--- src/rtl/memcfg_pkg.sv ---
package memcfg_pkg;
  localparam int WORD_W         = 32;
  localparam int NUM_CFG_WORDS  = 2;
  localparam int BYTES_PER_WORD = WORD_W / 8;
  localparam int REF_W          = 16;
  localparam int SIZE_W         = 3;
  localparam int CR_W           = 3;
  localparam int NUM_CPU_RATIOS = 5;
  localparam int PLL_BITS       = 4;
  localparam int RANK_MB_W      = 10;
  localparam int RANK_BASE_MB   = 4;

  // word indices
  localparam int CFG_MEM   = 0;
  localparam int CFG_RATIO = 1;

  // field positions in the memory word
  localparam int MEM_SIZE_LSB = 0;
  localparam int MEM_RSV_BIT  = 3;
  localparam int MEM_REF_LSB  = 4;
  // field positions in the ratio word
  localparam int RAT_CR_LSB   = 0;
  localparam int RAT_MEMR_BIT = 3;
  localparam int RAT_PLL_LSB  = 4;

  localparam logic [WORD_W-1:0] DEF_MEM    = WORD_W'(1000) << MEM_REF_LSB;
  localparam logic [WORD_W-1:0] DEF_RATIO  = '0;
  localparam logic [WORD_W-1:0] MASK_MEM   = (WORD_W'(1) << (MEM_REF_LSB + REF_W)) - WORD_W'(1);
  localparam logic [WORD_W-1:0] MASK_RATIO = (WORD_W'(1) << (RAT_PLL_LSB + PLL_BITS)) - WORD_W'(1);

  typedef logic [NUM_CFG_WORDS-1:0][WORD_W-1:0] cfg_bank_t;
  localparam cfg_bank_t CFG_DEFAULTS = {DEF_RATIO, DEF_MEM};
  localparam cfg_bank_t CFG_MASKS    = {MASK_RATIO, MASK_MEM};
endpackage

--- src/rtl/memcfg_boot_loader.sv ---
module memcfg_boot_loader #(
  parameter int NUM_WORDS      = 2,
  parameter int WORD_W         = 32,
  parameter int BYTES_PER_WORD = WORD_W / 8,
  parameter logic [NUM_WORDS-1:0][WORD_W-1:0] DEFAULTS = '0,
  parameter logic [NUM_WORDS-1:0][WORD_W-1:0] MASKS    = '1
) (
  input  logic                               clk,
  input  logic                               rst_n,
  input  logic                               byte_valid,
  input  logic [7:0]                         byte_data,
  output logic [NUM_WORDS-1:0][WORD_W-1:0]   words,
  output logic                               done
);
  localparam int NUM_BYTES = NUM_WORDS * BYTES_PER_WORD;
  localparam int CNT_W     = (NUM_BYTES > 1) ? $clog2(NUM_BYTES) : 1;

  logic [CNT_W-1:0] cnt_q, cnt_d;
  logic             done_q, done_d;
  logic             take, last;

  always_comb begin
    take   = byte_valid && !done_q;
    last   = (cnt_q == CNT_W'(NUM_BYTES - 1));
    cnt_d  = cnt_q;
    done_d = done_q;
    if (take) begin
      cnt_d  = last ? '0 : cnt_q + CNT_W'(1);
      done_d = done_q | last;
    end
  end

  always_ff @(posedge clk or negedge rst_n) begin
    if (!rst_n) begin
      cnt_q  <= '0;
      done_q <= 1'b0;
    end else begin
      cnt_q  <= cnt_d;
      done_q <= done_d;
    end
  end

  assign done = done_q;

  for (genvar w = 0; w < NUM_WORDS; w++) begin : g_word
    for (genvar b = 0; b < BYTES_PER_WORD; b++) begin : g_byte
      localparam int IDX = w * BYTES_PER_WORD + b;
      localparam logic [7:0] BMASK = MASKS[w][b*8 +: 8];
      localparam logic [7:0] BDEF  = DEFAULTS[w][b*8 +: 8];
      logic [7:0] byte_q;
      logic       byte_en;
      assign byte_en = take && (cnt_q == CNT_W'(IDX));
      always_ff @(posedge clk or negedge rst_n) begin
        if (!rst_n)       byte_q <= BDEF & BMASK;
        else if (byte_en) byte_q <= byte_data & BMASK;
      end
      assign words[w][b*8 +: 8] = byte_q;
    end
  end
endmodule

--- src/rtl/memcfg_field_decode.sv ---
module memcfg_field_decode #(
  parameter int REF_W          = 16,
  parameter int SIZE_W         = 3,
  parameter int CR_W           = 3,
  parameter int NUM_CPU_RATIOS = 5,
  parameter int PLL_BITS       = 4,
  parameter int RANK_MB_W      = 10,
  parameter int RANK_BASE_MB   = 4
) (
  input  logic [REF_W-1:0]          ref_field,
  input  logic [SIZE_W-1:0]         size_field,
  input  logic                      mem_rsv_bit,
  input  logic [CR_W-1:0]           cr_field,
  input  logic                      memr_bit,
  input  logic [PLL_BITS-1:0]       pll_field,
  output logic [REF_W-1:0]          ref_interval,
  output logic [RANK_MB_W-1:0]      rank_mbytes,
  output logic [NUM_CPU_RATIOS-1:0] cpu_ratio_sel,
  output logic                      mem_ratio_sel,
  output logic [PLL_BITS-1:0]       pll_ctrl,
  output logic                      cfg_fault
);
  logic cr_valid;

  // a zero interval would stall the pacer, so it runs as one
  assign ref_interval  = (ref_field == '0) ? REF_W'(1) : ref_field;
  assign rank_mbytes   = RANK_MB_W'(RANK_BASE_MB) << size_field;
  assign mem_ratio_sel = memr_bit;
  assign pll_ctrl      = pll_field;

  for (genvar i = 0; i < NUM_CPU_RATIOS; i++) begin : g_cr
    assign cpu_ratio_sel[i] = (cr_field == CR_W'(i));
  end

  assign cr_valid  = (cr_field < CR_W'(NUM_CPU_RATIOS));
  assign cfg_fault = !cr_valid || mem_rsv_bit;
endmodule

--- src/rtl/memcfg_refresh_timer.sv ---
module memcfg_refresh_timer #(
  parameter int REF_W = 16
) (
  input  logic             clk,
  input  logic             rst_n,
  input  logic             run,
  input  logic [REF_W-1:0] interval,
  output logic             req
);
  logic [REF_W-1:0] cnt_q, cnt_d;
  logic             req_q, req_d;

  always_comb begin
    cnt_d = cnt_q;
    req_d = 1'b0;
    if (!run) begin
      cnt_d = interval;
    end else if (cnt_q <= REF_W'(1)) begin
      cnt_d = interval;
      req_d = 1'b1;
    end else begin
      cnt_d = cnt_q - REF_W'(1);
    end
  end

  always_ff @(posedge clk or negedge rst_n) begin
    if (!rst_n) begin
      cnt_q <= '0;
      req_q <= 1'b0;
    end else begin
      cnt_q <= cnt_d;
      req_q <= req_d;
    end
  end

  assign req = req_q;
endmodule

--- src/rtl/memcfg_boot_top.sv ---
module memcfg_boot_top
  import memcfg_pkg::*;
(
  input  logic                      clk,
  input  logic                      rst_n,
  input  logic                      boot_byte_valid,
  input  logic [7:0]                boot_byte,
  output logic                      boot_done,
  input  logic                      mmio_req,
  input  logic                      mmio_we,
  input  logic                      mmio_addr,
  output logic [WORD_W-1:0]         mmio_rdata,
  output logic                      refresh_req,
  output logic [RANK_MB_W-1:0]      rank_mbytes,
  output logic [NUM_CPU_RATIOS-1:0] cpu_ratio_sel,
  output logic                      mem_ratio_sel,
  output logic [PLL_BITS-1:0]       pll_ctrl,
  output logic                      cfg_fault
);
  logic [1:0]         rst_pipe_q;
  logic               rst_core_n;
  cfg_bank_t          cfg_words;
  logic [REF_W-1:0]   ref_interval;
  logic [WORD_W-1:0]  rdata_q, rdata_d;
  logic               rd_en;

  // asynchronous assertion, synchronous release
  always_ff @(posedge clk or negedge rst_n) begin
    if (!rst_n) rst_pipe_q <= 2'b00;
    else        rst_pipe_q <= {rst_pipe_q[0], 1'b1};
  end
  assign rst_core_n = rst_pipe_q[1];

  memcfg_boot_loader #(
    .NUM_WORDS      (NUM_CFG_WORDS),
    .WORD_W         (WORD_W),
    .BYTES_PER_WORD (BYTES_PER_WORD),
    .DEFAULTS       (CFG_DEFAULTS),
    .MASKS          (CFG_MASKS)
  ) u_loader (
    .clk        (clk),
    .rst_n      (rst_core_n),
    .byte_valid (boot_byte_valid),
    .byte_data  (boot_byte),
    .words      (cfg_words),
    .done       (boot_done)
  );

  memcfg_field_decode #(
    .REF_W          (REF_W),
    .SIZE_W         (SIZE_W),
    .CR_W           (CR_W),
    .NUM_CPU_RATIOS (NUM_CPU_RATIOS),
    .PLL_BITS       (PLL_BITS),
    .RANK_MB_W      (RANK_MB_W),
    .RANK_BASE_MB   (RANK_BASE_MB)
  ) u_decode (
    .ref_field     (cfg_words[CFG_MEM][MEM_REF_LSB +: REF_W]),
    .size_field    (cfg_words[CFG_MEM][MEM_SIZE_LSB +: SIZE_W]),
    .mem_rsv_bit   (cfg_words[CFG_MEM][MEM_RSV_BIT]),
    .cr_field      (cfg_words[CFG_RATIO][RAT_CR_LSB +: CR_W]),
    .memr_bit      (cfg_words[CFG_RATIO][RAT_MEMR_BIT]),
    .pll_field     (cfg_words[CFG_RATIO][RAT_PLL_LSB +: PLL_BITS]),
    .ref_interval  (ref_interval),
    .rank_mbytes   (rank_mbytes),
    .cpu_ratio_sel (cpu_ratio_sel),
    .mem_ratio_sel (mem_ratio_sel),
    .pll_ctrl      (pll_ctrl),
    .cfg_fault     (cfg_fault)
  );

  memcfg_refresh_timer #(
    .REF_W (REF_W)
  ) u_refresh (
    .clk      (clk),
    .rst_n    (rst_core_n),
    .run      (boot_done),
    .interval (ref_interval),
    .req      (refresh_req)
  );

  // read-only MMIO port: write requests have no path into the words
  always_comb begin
    rd_en   = mmio_req && !mmio_we;
    rdata_d = rdata_q;
    if (rd_en) rdata_d = cfg_words[mmio_addr];
  end

  always_ff @(posedge clk or negedge rst_core_n) begin
    if (!rst_core_n) rdata_q <= '0;
    else             rdata_q <= rdata_d;
  end

  assign mmio_rdata = rdata_q;
endmodule

--- config.mk ---
export PLATFORM = sky130hd
export DESIGN_NAME = memcfg_boot_top
export DESIGN_NICKNAME = d
export VERILOG_FILES = /design/src/rtl/memcfg_pkg.sv /design/src/rtl/memcfg_boot_loader.sv /design/src/rtl/memcfg_field_decode.sv /design/src/rtl/memcfg_refresh_timer.sv /design/src/rtl/memcfg_boot_top.sv
export SDC_FILE = /design/constraint.sdc
export NUM_CORES = 1
export LEC_CHECK = 0
export ABC_AREA = 1
export ABC_CLOCK_PERIOD_IN_PS = 2790
export BUFFER_PORTS_ARGS = -buffer_cell sky130_fd_sc_hd__buf_2
export CAP_MARGIN = 15
export CORE_UTILIZATION = 40
export CTS_CLUSTER_DIAMETER = 50
export CTS_CLUSTER_SIZE = 25
export DETAILED_ROUTE_END_ITERATION = 12
export PLACE_DENSITY = 0.58
export SYNTH_ARGS = -nofsm -noshare
export SYNTH_HDL_FRONTEND = slang
export SYNTH_SLANG_ARGS = --single-unit
--- constraint.sdc ---
create_clock -name clk -period 2.79 [get_ports clk]
set_input_delay 0.279 -clock clk [delete_from_list [all_inputs] [get_ports clk]]
set_output_delay 0.279 -clock clk [all_outputs]
set_load 0.02 [all_outputs]
==> impl_metrics.json, run 1 <==
{
  "antenna_cells": 0,
  "drtIter0Drc": 118,
  "crit_type": "reg2reg",
  "fp.coreArea_sq_um": 8680,
  "clk_pin_slew_ns": 0.07,
  "worst_ep_required_time_ns": 3.00,
  "min_period_over_period": 0.633,
  "synth-seq-cells": 71,
  "grt_max_degree": 36,
  "fin_util": 0.467,
  "die_x_um": 96.5,
  "grtUsageTotal": 0.180,
  "hold_violations": 0,
  "crit_arrival_ns": 1.98,
  "worst_hold_path.endpoint": "u_loader.g_word[0].g_byte[1].byte_q[4]",
  "yosys.area.top_type": "dfrtp_1",
  "antenna_found_initial": 0,
  "finClkSkew_ns": 0.00776,
  "ys.flop_type": "dfrtp_1",
  "cts_tree": "done",
  "io_pins": 69,
  "nets": 505,
  "synth-edff-count": 0,
  "status": "finished clean",
  "leakage_nw": 2.13,
  "max_freq_mhz": 566,
  "cts_buffer_depth": 2,
  "synthDistinctLibCells": 29,
  "peakVddDrop_uv": 316,
  "hpwl_mm": 5.61,
  "dr.pass1.iters": 6,
  "rsz0062_at_grt": "false",
  "setup_violations": 0,
  "hold_start": "boot_byte[4]",
  "worstMarginPinSlew_ns": 0.803,
  "wire_per_inst_um": 13.1,
  "antenna_left": 0,
  "met1_length_mm": 3.76,
  "seq_area_frac_synth": 0.500,
  "r2r_slack_ns": 1.02,
  "via_per_inst": 4.78,
  "synth_area_leaders": "dfrtp_1, nand2_1, o21ai_0",
  "cts_resized": 0,
  "top_layer_used": "met4",
  "hold_class": "in2reg",
  "num_rows": 34,
  "yosysMostFrequentCell": "nand2_1",
  "whs_path_depth": 3,
  "fillers": 914,
  "synth_top_area_share": 0.456,
  "startpoint": "u_refresh.cnt_q[0]",
  "cts.sinks": 71,
  "maxSlewViolCount": 0,
  "p_total_mw": 2.06,
  "synthArstFlopShare": 1.00,
  "drive_gt1_frac": 0.190,
  "cts_setup_buffers": 0,
  "worstSetupStartpointType": "flop",
  "start_util": 0.411,
  "post_cts_hold_buffer_count": 1,
  "die_y_um": 96.5,
  "place_ws_ns": 1.04,
  "crit_fanout": 23,
  "die-area_sq_um": 9300,
  "synth_cells": 433,
  "max_cap_violations": 0,
  "wl_mm": 7.79,
  "num_vias": 2853,
  "slew_headroom": 0.465,
  "yosys_warnings": 0,
  "r2r-start": "u_refresh.cnt_q[0]",
  "route.met2.wl_mm": 3.63,
  "setup_slack_ns": 1.02,
  "r2r_cells": 11,
  "cp-end-kind": "flop",
  "gp_congestion": 0.849,
  "min_period_ns": 1.77,
  "hold_slack_ns": 0.196,
  "cts.htree.levels": 3,
  "grt_pass1_wl_mm": 12.6,
  "finalSetupTns_ns": 0,
  "syn_avg_cell_area_sq_um": 8.24,
  "met3_length_um": 316,
  "cts-root-buf": "clkbuf_8",
  "port_buffers": 54,
  "grt_pass1_vias": 2564,
  "area_delta_synth_final_pct": 13.5,
  "route.detailed.drc": 0,
  "grt_overflow": 0,
  "syn-cell-area_sq_um": 3570,
  "cts_made_buffers": 9,
  "powerDensity_nw_per_um2": 509,
  "clock_latency_ns": 0.34,
  "r2r-end": "u_refresh.cnt_q[3]",
  "synth_commonest_cells": "nand2_1, dfrtp_1, nor2_1"
}
[cells by family after synthesis]
family	Yosys count	synth area share
AOI/OAI and AO/OA	63	0.0929
xor gates and xnor gates	6	0.0147
adders and majority gates	7	0.0245
buffers and inverters	71	0.105
DFF	71	0.500
other	2	0.00210
and+or+nand+nor	213	0.261
[worst max path at each step]
stage,end,slack (ns),cells past startpoint
after detailed placement,u_refresh.cnt_q[3],1.04,11
final,u_refresh.cnt_q[3],1.02,11
after global routing,u_refresh.cnt_q[3],0.88,11
after CTS,u_refresh.cnt_q[8],1.04,11
after global placement,u_refresh.cnt_q[9],1.13,11
after floorplan,mmio_rdata[0],0.68,0
[flip-flops by register name, indices dropped and copies added, names as in the netlist]
name                           cells
u_refresh.req                      1
u_refresh.cnt_q                   16
rst_pipe_q                         2
mmio_rdata                        20
u_loader.g_word.g_byte.byte_q     28
u_loader.done                      1
u_loader.cnt_q                     3
[layout make-up]
type                            instances  area [sq um]  area share
Clock buffer                            9           124      0.0306
Inverter                               41           154      0.0380
Sequential cell                        71          1790       0.441
Multi-Input combinational cell        304          1460       0.360
Tap cell                              108           135      0.0334
Timing Repair Buffer                   57           308      0.0760
Clock inverter                          7          87.6      0.0216
[layout by cell type (no fill, tap or decap), drive strengths merged]
| master | count |
|---|---|
| ha | 7 |
| o21ai | 52 |
| dfstp | 6 |
| dfrtp | 65 |
| clkbuf | 9 |
| nor3 | 11 |
| nor2 | 61 |
| conb | 15 |
| dlygate4sd3 | 1 |
| xor2 | 4 |
| inv | 41 |
| a31oi | 8 |
| buf | 56 |
| nand3b | 2 |
| clkinvlp | 1 |
| nand4 | 2 |
| nand2 | 112 |
| nand3 | 25 |
| o21bai | 1 |
| bufinv | 2 |
| clkinv | 4 |
| a21oi | 2 |
| xnor2 | 2 |
[metrics by stage]
stage | area (sq um) | cells
floorplan | 3620 | 446
global placement | 3830 | 580
detailed placement | 3830 | 580
CTS | 4050 | 597
global route | 4050 | 597
finish | 4050 | 597
[routing by layer]
layer	GRT usage	vias to the layer above
met3	0.0477	7
met5	0	-
met2	0.276	61
met1	0.252	1339
li1	-	1446
met4	0.0478	0
[report_power, final]
group	internal [mW]	total [mW]	leakage [nW]	switching [mW]
Clock	0.497	0.878	0.109	0.381
Sequential	1.05	1.06	0.927	0.0190
Combinational	0.0327	0.120	1.09	0.0871
[worst max-delay path: stages (launching register included)]
cell and delay [ns]:
dfrtp_1 0.38, inv_1 0.11, ha_1 0.26, inv_2 0.07
nand2_1 0.06, nand2_1 0.05, nor2_2 0.09, nand2_2 0.09
nand2_4 0.21, inv_2 0.14, nand2_1 0.08, o21ai_0 0.09
Note: power is estimated with default switching activity, not from simulation.
==> run 2: changes to the inputs <==
--- a/config.mk
+++ b/config.mk
@@ -6,14 +6,14 @@
 export NUM_CORES = 1
 export LEC_CHECK = 0
 export ABC_AREA = 1
-export ABC_CLOCK_PERIOD_IN_PS = 2790
+export ABC_CLOCK_PERIOD_IN_PS = 1600
 export BUFFER_PORTS_ARGS = -buffer_cell sky130_fd_sc_hd__buf_2
 export CAP_MARGIN = 15
 export CORE_UTILIZATION = 40
 export CTS_CLUSTER_DIAMETER = 50
 export CTS_CLUSTER_SIZE = 25
 export DETAILED_ROUTE_END_ITERATION = 12
-export PLACE_DENSITY = 0.58
+export PLACE_DENSITY = 0.6
 export SYNTH_ARGS = -nofsm -noshare
 export SYNTH_HDL_FRONTEND = slang
 export SYNTH_SLANG_ARGS = --single-unit
==> constraint.sdc (replaced) <==
create_clock -name clk -period 1.6 [get_ports clk]
set_input_delay 0.16 -clock clk [delete_from_list [all_inputs] [get_ports clk]]
set_output_delay 0.16 -clock clk [all_outputs]
set_load 0.02 [all_outputs]
==> impl_metrics.json, run 2 (synthesized netlist as in run 1, its figures left out) <==
{
  "crit_arrival_ns": 1.75,
  "dr.pass1.iters": 4,
  "setup_slack_ns": 0.0669,
  "hold_violations": 0,
  "hold_class": "in2reg",
  "min_period_over_period": 0.958,
  "crit_fanout": 7,
  "fp.coreArea_sq_um": 8680,
  "cp-end-kind": "flop",
  "die-area_sq_um": 9300,
  "nets": 515,
  "leakage_nw": 2.18,
  "worstMarginPinSlew_ns": 0.593,
  "min_period_ns": 1.53,
  "setup_violations": 0,
  "seq_area_sq_um": 1790,
  "hold_slack_ns": 0.0693,
  "wire_per_inst_um": 13.2,
  "grtUsageTotal": 0.183,
  "mostFrequentLayoutCell": "nand2_1",
  "antenna_cells": 0,
  "cts.htree.levels": 3,
  "start_util": 0.411,
  "cts_tree": "done",
  "grt_pass1_vias": 2674,
  "drtIter0Drc": 124,
  "clk_pin_slew_ns": 0.08,
  "antenna_found_initial": 0,
  "largest_reg_flops": 28,
  "hpwl_mm": 5.65,
  "worstSetupStartpointType": "flop",
  "port_buffers": 54,
  "max_cap_violations": 0,
  "clock_latency_ns": 0.34,
  "slew_headroom": 0.604,
  "num_vias": 2945,
  "route.detailed.drc": 0,
  "fillers": 874,
  "num_rows": 34,
  "grt_overflow": 0,
  "multiInputGateArea_sq_um": 1530,
  "powerDensity_nw_per_um2": 875,
  "crit_type": "reg2reg",
  "peakVddDrop_uv": 395,
  "die_y_um": 96.5,
  "max_freq_mhz": 652,
  "grt_max_degree": 62,
  "largest-register": "u_loader.g_word.g_byte.byte_q",
  "worst_ep_required_time_ns": 1.82,
  "antenna_left": 0,
  "drive_gt1_frac": 0.228,
  "io_pins": 69,
  "place_ws_ns": -0.00217,
  "status": "finished clean",
  "cts-root-buf": "clkbuf_8",
  "fin_util": 0.486,
  "finalSetupTns_ns": 0,
  "via_per_inst": 4.85,
  "cts_made_buffers": 9,
  "layout_common_cells": "nand2_1, dfrtp_1, buf_2",
  "cts.sinks": 71,
  "grt_pass1_wl_mm": 12.9,
  "cts_buffer_depth": 2,
  "die_x_um": 96.5,
  "rsz0062_at_grt": "true",
  "finClkSkew_ns": 0.0121,
  "maxSlewViolCount": 0,
  "p_total_mw": 3.69,
  "wl_mm": 8.02,
  "area_delta_synth_final_pct": 18.3,
  "gp_congestion": 0.803
}
[run 2: cell count changes in the layout (fill, tap and decap cells not counted), moves of 2 or more]
cell | before | now
nand2_1 | 110 | 108
nor2_2 | 4 | 6
dfrtp_2 | 1 | 3
buf_4 | 1 | 8
inv_6 | 0 | 2
inv_1 | 39 | 37
buf_6 | 0 | 2
ha_4 | 0 | 2
ha_1 | 7 | 5
dfrtp_1 | 64 | 62
clkinv_2 | 4 | 0
nor2_1 | 55 | 52
[run 2: layout make-up]
class                      instances  share of cell area
sequential                        71               0.424
clock buffer                      10              0.0326
tap                              108              0.0320
clock inverter                     6              0.0219
multi-input combinational        305               0.361
timing repair buffer              66              0.0907
inverter                          41              0.0377
[run 2: what timing repair did]
action,in CTS,in global routing
gates resized for setup,1,20
endpoints found under the setup margin,3,13
hold buffers,1,0
cloned,0,1
endpoints found under the hold margin,2,0
pin swaps,0,4
setup buffers,0,6
[run 2: metal layers]
layer / track usage / wire (um) / part of all wire / up-vias
met5: 0 / 0 / 0 / -
met4: 0.0650 / 106 / 0.013 / 0
met3: 0.0329 / 325 / 0.041 / 11
met2: 0.291 / 3840 / 0.48 / 75
met1: 0.249 / 3740 / 0.47 / 1391
li1: - / - / - / 1468
[run 2: worst max-delay path, cell delays in order, from the launching register on]
cell and delay [ns]:
dfrtp_1 0.42, inv_2 0.08, ha_4 0.16, inv_2 0.06, nand2_2 0.05, nand2_2 0.07
nor2_4 0.05, nand2_4 0.11, nand2_8 0.09, buf_6 0.16, nor2_2 0.11, a21oi_2 0.05
[run 2: path summary, 6_finish.rpt]
kind	from	endpoint	slack, ns	depth (start not counted)
max	u_refresh.cnt_q[0]	u_refresh.cnt_q[0]	0.07	11
min	boot_byte[4]	u_loader.g_word[0].g_byte[1].byte_q[4]	0.07	3
max reg2reg	u_refresh.cnt_q[0]	u_refresh.cnt_q[0]	0.07	11
min reg2reg	rst_pipe_q[1]	mmio_rdata[13]	0.12	0
max in group asynchronous	rst_pipe_q[1]	u_loader.g_word[0].g_byte[1].byte_q[2]	0.85	1
min in group asynchronous	rst_n	rst_pipe_q[1]	0.12	2
[run 2: through the flow]
stage	area, sq um	instances
final	4220	607
after global routing	4220	607
after CTS	4100	600
after detailed placement	3850	583
after global placement	3850	583
after floorplan	3620	446
[run 2: power by group]
part,switching (mW),internal [mW]
registers,0.0209,1.82
clock network,0.702,0.928
logic,0.163,0.0573
==> run 3: changes to the inputs <==
==> constraint.sdc (replaced) <==
create_clock -name clk -period 1.6 [get_ports clk]
set_input_delay 0.32 -clock clk [delete_from_list [all_inputs] [get_ports clk]]
set_output_delay 0.32 -clock clk [all_outputs]
set_load 0.02 [all_outputs]
==> impl_metrics.json, run 3 (synthesized netlist as in run 1, its figures left out) <==
{
  "grt_max_degree": 62,
  "grt_pass1_wl_mm": 13.0,
  "status": "finished clean",
  "placed_area_sq_um": 3860,
  "crit_fanout": 7,
  "clk_pin_slew_ns": 0.08,
  "finClkSkew_ns": 0.0126,
  "route.detailed.drc": 0,
  "antenna_left": 0,
  "layout_common_cells": "nand2_1, dfrtp_1, nor2_1",
  "crit_arrival_ns": 1.22,
  "place_ws_ns": 0.0175,
  "area_delta_synth_final_pct": 17.4,
  "nets": 518,
  "num_rows": 34,
  "die-area_sq_um": 9300,
  "fin_util": 0.483,
  "worstSetupStartpointType": "flop",
  "hold_class": "reg2async",
  "gp_congestion": 0.807,
  "max_freq_mhz": 648,
  "largest_reg_flops": 28,
  "cts-root-buf": "clkbuf_8",
  "maxSlewViolCount": 0,
  "die_y_um": 96.5,
  "grt_pass1_vias": 2744,
  "peakVddDrop_uv": 302,
  "min_period_ns": 1.54,
  "num_vias": 2943,
  "finalInstanceArea_sq_um": 4190,
  "met3_length_um": 336,
  "antenna_cells": 0,
  "route.met2.wl_mm": 3.81,
  "start_util": 0.411,
  "hpwl_mm": 5.73,
  "antenna_found_initial": 0,
  "grtUsageTotal": 0.187,
  "setup_slack_ns": 0.0572,
  "cts_made_buffers": 9,
  "met1_length_mm": 3.79,
  "drive_gt1_frac": 0.237,
  "cts_buffer_depth": 2,
  "port_buffers": 54,
  "cp-end-kind": "primary output",
  "cts_tree": "done",
  "dr.pass1.iters": 4,
  "mostFrequentLayoutCell": "nand2_1",
  "powerDensity_nw_per_um2": 825,
  "max_cap_violations": 0,
  "drtIter0Drc": 182,
  "crit_type": "reg2out",
  "cts.sinks": 71,
  "top_layer_used": "met4",
  "worst_ep_required_time_ns": 1.28,
  "die_x_um": 96.5,
  "wire_per_inst_um": 13.1,
  "wl_mm": 7.98,
  "leakage_nw": 2.18,
  "setup_violations": 0,
  "min_period_over_period": 0.964,
  "fp.coreArea_sq_um": 8680,
  "rsz0062_at_grt": "true",
  "grt_overflow": 0,
  "clock_latency_ns": 0.35,
  "largest-register": "u_loader.g_word.g_byte.byte_q",
  "io_pins": 69,
  "cts.htree.levels": 3,
  "via_per_inst": 4.82,
  "hold_violations": 0
}
## run 3: changes by cell type in the layout (fill, tap and decap cells not counted), sizes merged
cell / change
clkinvlp: -2
clkinv: +4
buf: +3
inv: -1
bufinv: -1
## run 3: final timing paths
kind | start | to | slack (ns) | cells past startpoint
worst max-delay path | u_loader.g_word[0].g_byte[0].byte_q[0] | rank_mbytes[4] | 0.06 | 2
worst min-delay path | rst_pipe_q[1] | mmio_rdata[11] | 0.12 | 0
worst max register to register | u_refresh.cnt_q[1] | u_refresh.cnt_q[5] | 0.07 | 10
worst min register to register | rst_pipe_q[1] | mmio_rdata[11] | 0.12 | 0
max in group asynchronous | rst_pipe_q[1] | u_loader.g_word[0].g_byte[1].byte_q[1] | 0.85 | 1
min in group clk | boot_byte[4] | u_loader.g_word[0].g_byte[1].byte_q[4] | 0.23 | 3
## run 3: power breakdown
part / total (mW) / switching [mW] / leakage, nW / internal, mW
sequential: 1.84 / 0.0209 / 0.917 / 1.82
clock: 1.39 / 0.673 / 0.100 / 0.718
combinational: 0.221 / 0.163 / 1.16 / 0.0587
## run 3: routing by layer
layer | vias to the layer above | GRT usage
li1 | 1472 | -
met1 | 1402 | 0.247
met2 | 64 | 0.301
met3 | 5 | 0.0423
met4 | 0 | 0.0625
met5 | - | 0
## run 3: worst max-delay path, cell delays in order, from the launching register on
cell and delay [ns]:
dfrtp_2 0.46, nor3_1 0.23, buf_2 0.20
## run 3: metrics by stage
step | instances | hold slack, ns | total power, mW | TNS (ns)
after detailed placement | 584 | 0.106 | 2.10 | 0
after global routing | 610 | 0.145 | 3.63 | -0.149
after CTS | 601 | 0.133 | 3.51 | 0
final | 610 | 0.122 | 3.46 | 0
after floorplan | 446 | 0.0244 | 2.05 | 0
after global placement | 584 | 0.105 | 2.10 | 0
## run 3: final cells by class
class,count,area (sq um)
clock buffer,10,128
clock inverter,6,62.6
fill,887,4490
inverter,41,156
multi-input combinational,305,1500
sequential,71,1790
tap,108,135
timing repair buffer,69,413
## run 3: repair_timing
item	CTS	global route
setup buffers	0	8
endpoints found under the hold margin	2	0
hold buffers	1	0
cloned	0	1
pin swaps	0	3
resized for setup	5	19
endpoints found under the setup margin	7	20
